<file path="src/rtl/lenLoaderPkg.sv">
package lenLoaderPkg;

  // Control-to-datapath strobes, all valid for a single system clock cycle.
  typedef struct packed {
    logic clear;    // frame opens: empty the chain and output bit
    logic shift;    // rising serial edge: capture one data bit
    logic outStep;  // falling serial edge: advance the output bit
    logic loadCfg;  // frame closed with the configuration length
    logic loadDiv;  // frame closed with the divide length
    logic loadRef;  // frame closed with a reference length
  } ctlStrobe_t;

endpackage

</file>
<file path="src/rtl/lenSync.sv">
module lenSync #(
  parameter int W = 1,
  parameter int STAGES = 2,
  parameter logic [W-1:0] RST_VAL = '0
) (
  input  logic         clk,
  input  logic         rst,
  input  logic [W-1:0] d,
  output logic [W-1:0] q
);

  logic [W-1:0] stg [STAGES];

  for (genvar g = 0; g < STAGES; g++) begin : gStage
    if (g == 0) begin : gFirst
      always_ff @(posedge clk) begin
        if (rst) stg[g] <= RST_VAL;
        else     stg[g] <= d;
      end
    end else begin : gNext
      always_ff @(posedge clk) begin
        if (rst) stg[g] <= RST_VAL;
        else     stg[g] <= stg[g-1];
      end
    end
  end

  assign q = stg[STAGES-1];

endmodule

</file>
<file path="src/rtl/lenLoaderCtrl.sv">
module lenLoaderCtrl
  import lenLoaderPkg::*;
#(
  parameter int CFG_W = 8,
  parameter int DIV_W = 16,
  parameter int REF_W = 15,
  parameter int REF_LONG = 24,
  parameter int CNT_SAT = 33
) (
  input  logic       clk,
  input  logic       rst,
  input  logic       sclkS,
  input  logic       selS,
  output ctlStrobe_t ctl,
  output logic       frameActive
);

  localparam int CNT_W = $clog2(CNT_SAT + 1);
  localparam logic [CNT_W-1:0] SAT_V  = CNT_W'(CNT_SAT);
  localparam logic [CNT_W-1:0] CFG_V  = CNT_W'(CFG_W);
  localparam logic [CNT_W-1:0] DIV_V  = CNT_W'(DIV_W);
  localparam logic [CNT_W-1:0] REF_V  = CNT_W'(REF_W);
  localparam logic [CNT_W-1:0] REFL_V = CNT_W'(REF_LONG);

  logic             sclkPrev;
  logic [CNT_W-1:0] count;
  logic             sclkRise, sclkFall, startFrame, endFrame;

  // Select changes act only while the serial clock is low.
  assign startFrame = !frameActive && !selS && !sclkS;
  assign endFrame   =  frameActive &&  selS && !sclkS;
  assign sclkRise   =  frameActive &&  sclkS && !sclkPrev;
  assign sclkFall   =  frameActive && !sclkS &&  sclkPrev;

  always_ff @(posedge clk) begin
    if (rst) begin
      sclkPrev    <= 1'b0;
      frameActive <= 1'b0;
      count       <= '0;
    end else begin
      sclkPrev <= sclkS;
      if (startFrame) begin
        frameActive <= 1'b1;
        count       <= '0;
      end else if (endFrame) begin
        frameActive <= 1'b0;
      end else if (sclkRise && count != SAT_V) begin
        count <= count + 1'b1;
      end
    end
  end

  always_comb begin
    ctl         = '0;
    ctl.clear   = startFrame;
    ctl.shift   = sclkRise;
    ctl.outStep = sclkFall;
    if (endFrame) begin
      ctl.loadCfg = (count == CFG_V);
      ctl.loadDiv = (count == DIV_V);
      ctl.loadRef = (count == REF_V) || (count == REFL_V);
    end
  end

  assert_count_sat_R7: assert property (@(posedge clk) disable iff (rst)
    count <= SAT_V);

  assert_one_target_R9: assert property (@(posedge clk) disable iff (rst)
    $onehot0({ctl.loadCfg, ctl.loadDiv, ctl.loadRef}));

  assert_load_closes_R6: assert property (@(posedge clk) disable iff (rst)
    (ctl.loadCfg || ctl.loadDiv || ctl.loadRef) |=> !frameActive);

endmodule

</file>
<file path="src/rtl/lenLoaderData.sv">
module lenLoaderData
  import lenLoaderPkg::*;
#(
  parameter int CFG_W = 8,
  parameter int DIV_W = 16,
  parameter int REF_W = 15,
  parameter int CHAIN_W = 24,
  parameter int OUT_TAP = 15
) (
  input  logic             clk,
  input  logic             rst,
  input  ctlStrobe_t       ctl,
  input  logic             sdS,
  output logic             outBit,
  output logic [CFG_W-1:0] cfgReg,
  output logic [DIV_W-1:0] divReg,
  output logic [REF_W-1:0] refReg,
  output logic             cfgLoad,
  output logic             divLoad,
  output logic             refLoad
);

  logic [CHAIN_W-1:0] chain;

  always_ff @(posedge clk) begin
    if (rst || ctl.clear) begin
      chain  <= '0;
      outBit <= 1'b0;
    end else begin
      if (ctl.shift)   chain  <= {chain[CHAIN_W-2:0], sdS};
      if (ctl.outStep) outBit <= chain[OUT_TAP];
    end
  end

  always_ff @(posedge clk) begin
    if (rst) begin
      cfgReg  <= '0;
      divReg  <= '0;
      refReg  <= '0;
      cfgLoad <= 1'b0;
      divLoad <= 1'b0;
      refLoad <= 1'b0;
    end else begin
      cfgLoad <= ctl.loadCfg;
      divLoad <= ctl.loadDiv;
      refLoad <= ctl.loadRef;
      if (ctl.loadCfg) cfgReg <= chain[CFG_W-1:0];
      if (ctl.loadDiv) divReg <= chain[DIV_W-1:0];
      if (ctl.loadRef) refReg <= chain[REF_W-1:0];
    end
  end

  assert_hold_while_shift_R8: assert property (@(posedge clk) disable iff (rst)
    ctl.shift |=> ($stable(cfgReg) && $stable(divReg) && $stable(refReg)));

  assert_out_edge_only_R10: assert property (@(posedge clk) disable iff (rst)
    (!ctl.outStep && !ctl.clear) |=> $stable(outBit));

endmodule

</file>
<file path="src/rtl/lenDecodeLoader.sv">
module lenDecodeLoader
  import lenLoaderPkg::*;
#(
  parameter int CFG_W = 8,
  parameter int DIV_W = 16,
  parameter int REF_W = 15,
  parameter int REF_LONG = 24,
  parameter int CNT_SAT = 33,
  parameter int OUT_TAP = 15,
  parameter int SYNC_STAGES = 2
) (
  input  logic             clk,
  input  logic             rst,
  input  logic             sclkIn,
  input  logic             selN,
  input  logic             sdIn,
  output logic             sdOut,
  output logic             sdOutEn,
  output logic [CFG_W-1:0] cfgReg,
  output logic [DIV_W-1:0] divReg,
  output logic [REF_W-1:0] refReg,
  output logic             cfgLoad,
  output logic             divLoad,
  output logic             refLoad
);

  localparam int CHAIN_W = REF_LONG;

  ctlStrobe_t ctl;
  logic       sclkS, selS, sdS, frameActive;

  lenSync #(.W(3), .STAGES(SYNC_STAGES), .RST_VAL(3'b010)) u_sync (
    .clk (clk),
    .rst (rst),
    .d   ({sclkIn, selN, sdIn}),
    .q   ({sclkS, selS, sdS})
  );

  lenLoaderCtrl #(
    .CFG_W(CFG_W), .DIV_W(DIV_W), .REF_W(REF_W),
    .REF_LONG(REF_LONG), .CNT_SAT(CNT_SAT)
  ) u_ctrl (
    .clk         (clk),
    .rst         (rst),
    .sclkS       (sclkS),
    .selS        (selS),
    .ctl         (ctl),
    .frameActive (frameActive)
  );

  lenLoaderData #(
    .CFG_W(CFG_W), .DIV_W(DIV_W), .REF_W(REF_W),
    .CHAIN_W(CHAIN_W), .OUT_TAP(OUT_TAP)
  ) u_data (
    .clk     (clk),
    .rst     (rst),
    .ctl     (ctl),
    .sdS     (sdS),
    .outBit  (sdOut),
    .cfgReg  (cfgReg),
    .divReg  (divReg),
    .refReg  (refReg),
    .cfgLoad (cfgLoad),
    .divLoad (divLoad),
    .refLoad (refLoad)
  );

  assign sdOutEn = frameActive;

endmodule

</file>
<file path="config.mk">
export PLATFORM = sky130hd
export DESIGN_NAME = lenDecodeLoader
export DESIGN_NICKNAME = d
export VERILOG_FILES = /design/src/rtl/lenLoaderPkg.sv /design/src/rtl/lenSync.sv /design/src/rtl/lenLoaderCtrl.sv /design/src/rtl/lenLoaderData.sv /design/src/rtl/lenDecodeLoader.sv
export SDC_FILE = /design/constraint.sdc
export NUM_CORES = 1
export LEC_CHECK = 0
export ABC_AREA = 0
export CAP_MARGIN = 20
export CORE_MARGIN = 2
export CORE_UTILIZATION = 35
export CTS_CLUSTER_DIAMETER = 100
export DETAILED_ROUTE_END_ITERATION = 8
export GPL_TIMING_DRIVEN = 0
export HOLD_SLACK_MARGIN = 0.15
export PLACE_DENSITY = 0.59
export SYNTH_ARGS = -nofsm -noshare
export SYNTH_HDL_FRONTEND = slang
export SYNTH_SLANG_ARGS = --single-unit
</file>
<file path="constraint.sdc">
create_clock -name clk -period 1.6 [get_ports clk]
set_input_delay 0.4 -clock clk [delete_from_list [all_inputs] [get_ports clk]]
set_output_delay 0.4 -clock clk [all_outputs]
set_load 0.02 [all_outputs]
</file>
==> results.ini <==
[synthesis]
synth_fa_ha_area_frac = 0.01346
ys_ff_latch = 73
synth-async-reset-ratio = 0
yosysWarnings = 0
synthCells = 293
ys_seq_area_frac = 0.5240
synth-simple-area-share = 0.2153
synth_xor_area_frac = 0
synth_compound_area_frac = 0.05922
synth_top_family_by_area = simple AND/OR/NAND/NOR gates
syn-mean-instance-area_sq_um = 9.519
synth_nets = 301
synth_cell_types = 33
synth_ff_type = dfxtp_1
synth_edf_count = 0
syn_area_sq_mm = 0.002789
muxShareOfSynthArea = 0.1507

[sta]
worst_pin_slew_ns = 0.5593
final-setup-viol-count = 0
finalMaxSlewViolations = 0
grt_setup_unrepaired = true
post-route-period-util = 0.9870
period_needed_ns = 1.579
finalHoldViolations = 0
fmaxAchievable_mhz = 633.2
worst_slack_ns = 0.02078
slew-limit-headroom = 0.6271
finClkSkew_ns = 0.008448

[global_route]
grt.total_usage = 0.1479
overflow = 0
grt_pass1_wl_microns = 10070
grt_max_degree = 15
grt_pass1_vias = 2057
grt_antenna_before_repair = 0

[floorplan]
num_io_pins = 49
start_util = 0.3609
fp.dieW_microns = 93.27
die_y_microns = 93.27
core_sq_mm = 0.007727
die-area_sq_mm = 0.008698
fp-row-count = 32

[route]
num_vias = 2178
ant_nets = 0
wl_per_cell_microns = 13.16
drt_iter0_markers = 94
via_per_inst = 4.694
drt_pass1_iterations = 4
route.detailed.drc = 0
wirelength_microns = 6108

[final_layout]
fin_area_sq_mm = 0.003635
nNetsFinal = 365
drive_gt1_frac = 0.1381
n_antenna_cell = 0
syn2layout_area_growth_pct = 30.33

[clocking]
ctsHoldBuffers = 0
max-clock-path-buffers = 2
clkSlewWorstSetupHoldPaths_ns = 0.08
clock-sinks = 73
cts_made_buffers = 9
clk_latency_ns = 0.35
cts_tree = yes
htree_levels = 3
cts-root-buf = clkbuf_8

[power_and_ir_drop]
p_leak_nw = 1.578
power_density_mw_per_mm2 = 929.8
vdd_ir_drop_max_v = 0.0005526

[critical_path]
end_kind = flop
path_class = flop to flop
startpoint_type = flop
worstPathRequired_ns = 1.84
path_max_fanout = 10
crit_arrival_ns = 1.81

[placement]
place_area_sq_mm = 0.003413
numPortBuffers = 48
dp_hpwl_microns = 4293
place_ws_ns = -0.5759
place_congestion = 0.7548

[outcome]
status = complete, no violations

[min_path]
hold_class = flop to flop

[job]
drv_cap = 0

-- area by class of cell --
| cell class | instances | area (sq um) |
|---|---|---|
| fillers | 791 | 4093 |
| flip-flops and latches | 73 | 1470 |
| multi-input cells | 200 | 1242 |
| repair buffers | 54 | 478.0 |
| well taps | 102 | 127.6 |
| clock buffers | 9 | 123.9 |
| plain buffers | 16 | 100.1 |
| clock inverters | 7 | 78.83 |
| inverters | 3 | 13.76 |
-- synth_stat cells, drive strengths merged, types with 3 or more instances --
cell type  count  share of area
nand3b         5          0.022
or3            5          0.013
buf            4          0.016
or4            3         0.0094
nor2b          5          0.011
nand2         91           0.12
nand3          5         0.0090
nor2           3         0.0040
clkbuf        13          0.017
a21oi         22          0.039
ha             3          0.013
mux2i         42           0.15
dfxtp         73           0.52
-- metrics by stage --
| step | util | hold WS (ns) | std cells | power [mW] | TNS, ns |
|---|---|---|---|---|---|
| 2_1_floorplan | - | 0.3895 | 293 | 1.919 | 0 |
| 3_3_place_gp | 0.4417 | 0.3950 | 443 | 1.952 | -16.14 |
| 3_5_place_dp | 0.4417 | 0.3984 | 443 | 1.953 | -17.44 |
| 4_1_cts | 0.4644 | 0.4187 | 461 | 3.427 | 0 |
| 5_1_grt | 0.4704 | 0.4308 | 464 | 3.505 | -0.3559 |
| 6_report | 0.4704 | 0.4155 | 464 | 3.379 | 0 |
-- cell usage in the layout, fill, tap and decap left out, drive strengths merged, types with 2 or more instances in the layout --
cell type | netlist | routed
clkinvlp | 0 | 2
clkdlybuf4s50 | 0 | 4
nor3 | 2 | 2
nand2 | 91 | 91
clkinv | 1 | 3
inv | 2 | 4
or4 | 3 | 3
nand3b | 5 | 5
nor2b | 5 | 5
buf | 4 | 10
or3 | 5 | 5
clkbuf | 13 | 21
dfxtp | 73 | 73
o21ai | 2 | 2
nand3 | 5 | 5
mux2i | 42 | 42
a21oi | 22 | 22
or2 | 2 | 2
ha | 3 | 3
nand2b | 2 | 2
nor2 | 3 | 3
dlygate4sd2 | 0 | 44
-- registers in the layout (all words and copies together) (netlist names) --
register / count
u_data.outBit: 1
u_data.chain: 16
u_data.divLoad: 1
u_ctrl.sclkPrev: 1
u_ctrl.frameActive: 1
u_data.divReg: 16
u_data.cfgReg: 8
u_data.refReg: 15
u_data.cfgLoad: 1
u_data.refLoad: 1
u_ctrl.count: 6
u_sync.stg: 6
-- cells by family after synthesis --
logic type / after synthesis
flops: 73
buf+inv: 20
fa+ha+maj: 3
mux: 42
simple gates: 127
compound gates: 28
-- worst paths after layout --
check	start	to	slack [ns]	cells after the start
worst min-delay path	u_sync.stg[0][1]$_SDFF_PP1_	u_sync.stg[1][1]$_SDFF_PP1_	0.42	1
worst min register to register	u_sync.stg[0][1]$_SDFF_PP1_	u_sync.stg[1][1]$_SDFF_PP1_	0.42	1
worst max-delay path	u_ctrl.count[1]$_SDFFE_PP0P_	u_data.divReg[12]$_SDFFE_PP0P_	0.02	6
worst max register to register	u_ctrl.count[1]$_SDFFE_PP0P_	u_data.divReg[12]$_SDFFE_PP0P_	0.02	6
-- power breakdown --
part	leakage (nW)	switching, mW	internal [mW]
registers	0.592	0.00667	1.82
logic	0.888	0.0536	0.0255
clock network	0.0977	0.736	0.736
total	1.58	0.796	2.58
-- repair_timing --
| action | CTS | global route |
|---|---|---|
| endpoints found under the setup margin | 87 | 46 |
| cloned | 0 | 1 |
| pin swaps | 1 | 1 |
| setup buffers | 3 | 2 |
| gates resized for setup | 53 | 13 |
-- worst max-delay path: stages, from the launching register on --
cell      delay (ns)
dfxtp_2         0.34
inv_2           0.08
ha_4            0.15
nand3b_4        0.11
or4_4           0.49
buf_12          0.18
mux2i_1         0.11
-- layer usage --
metal | track usage | share of wire
met1 | 0.1918 | 0.49
met2 | 0.2332 | 0.46
met3 | 0.04512 | 0.044
met4 | 0.05147 | 0.0077
met5 | 0 | 0
(Power assumes the default switching activity.)
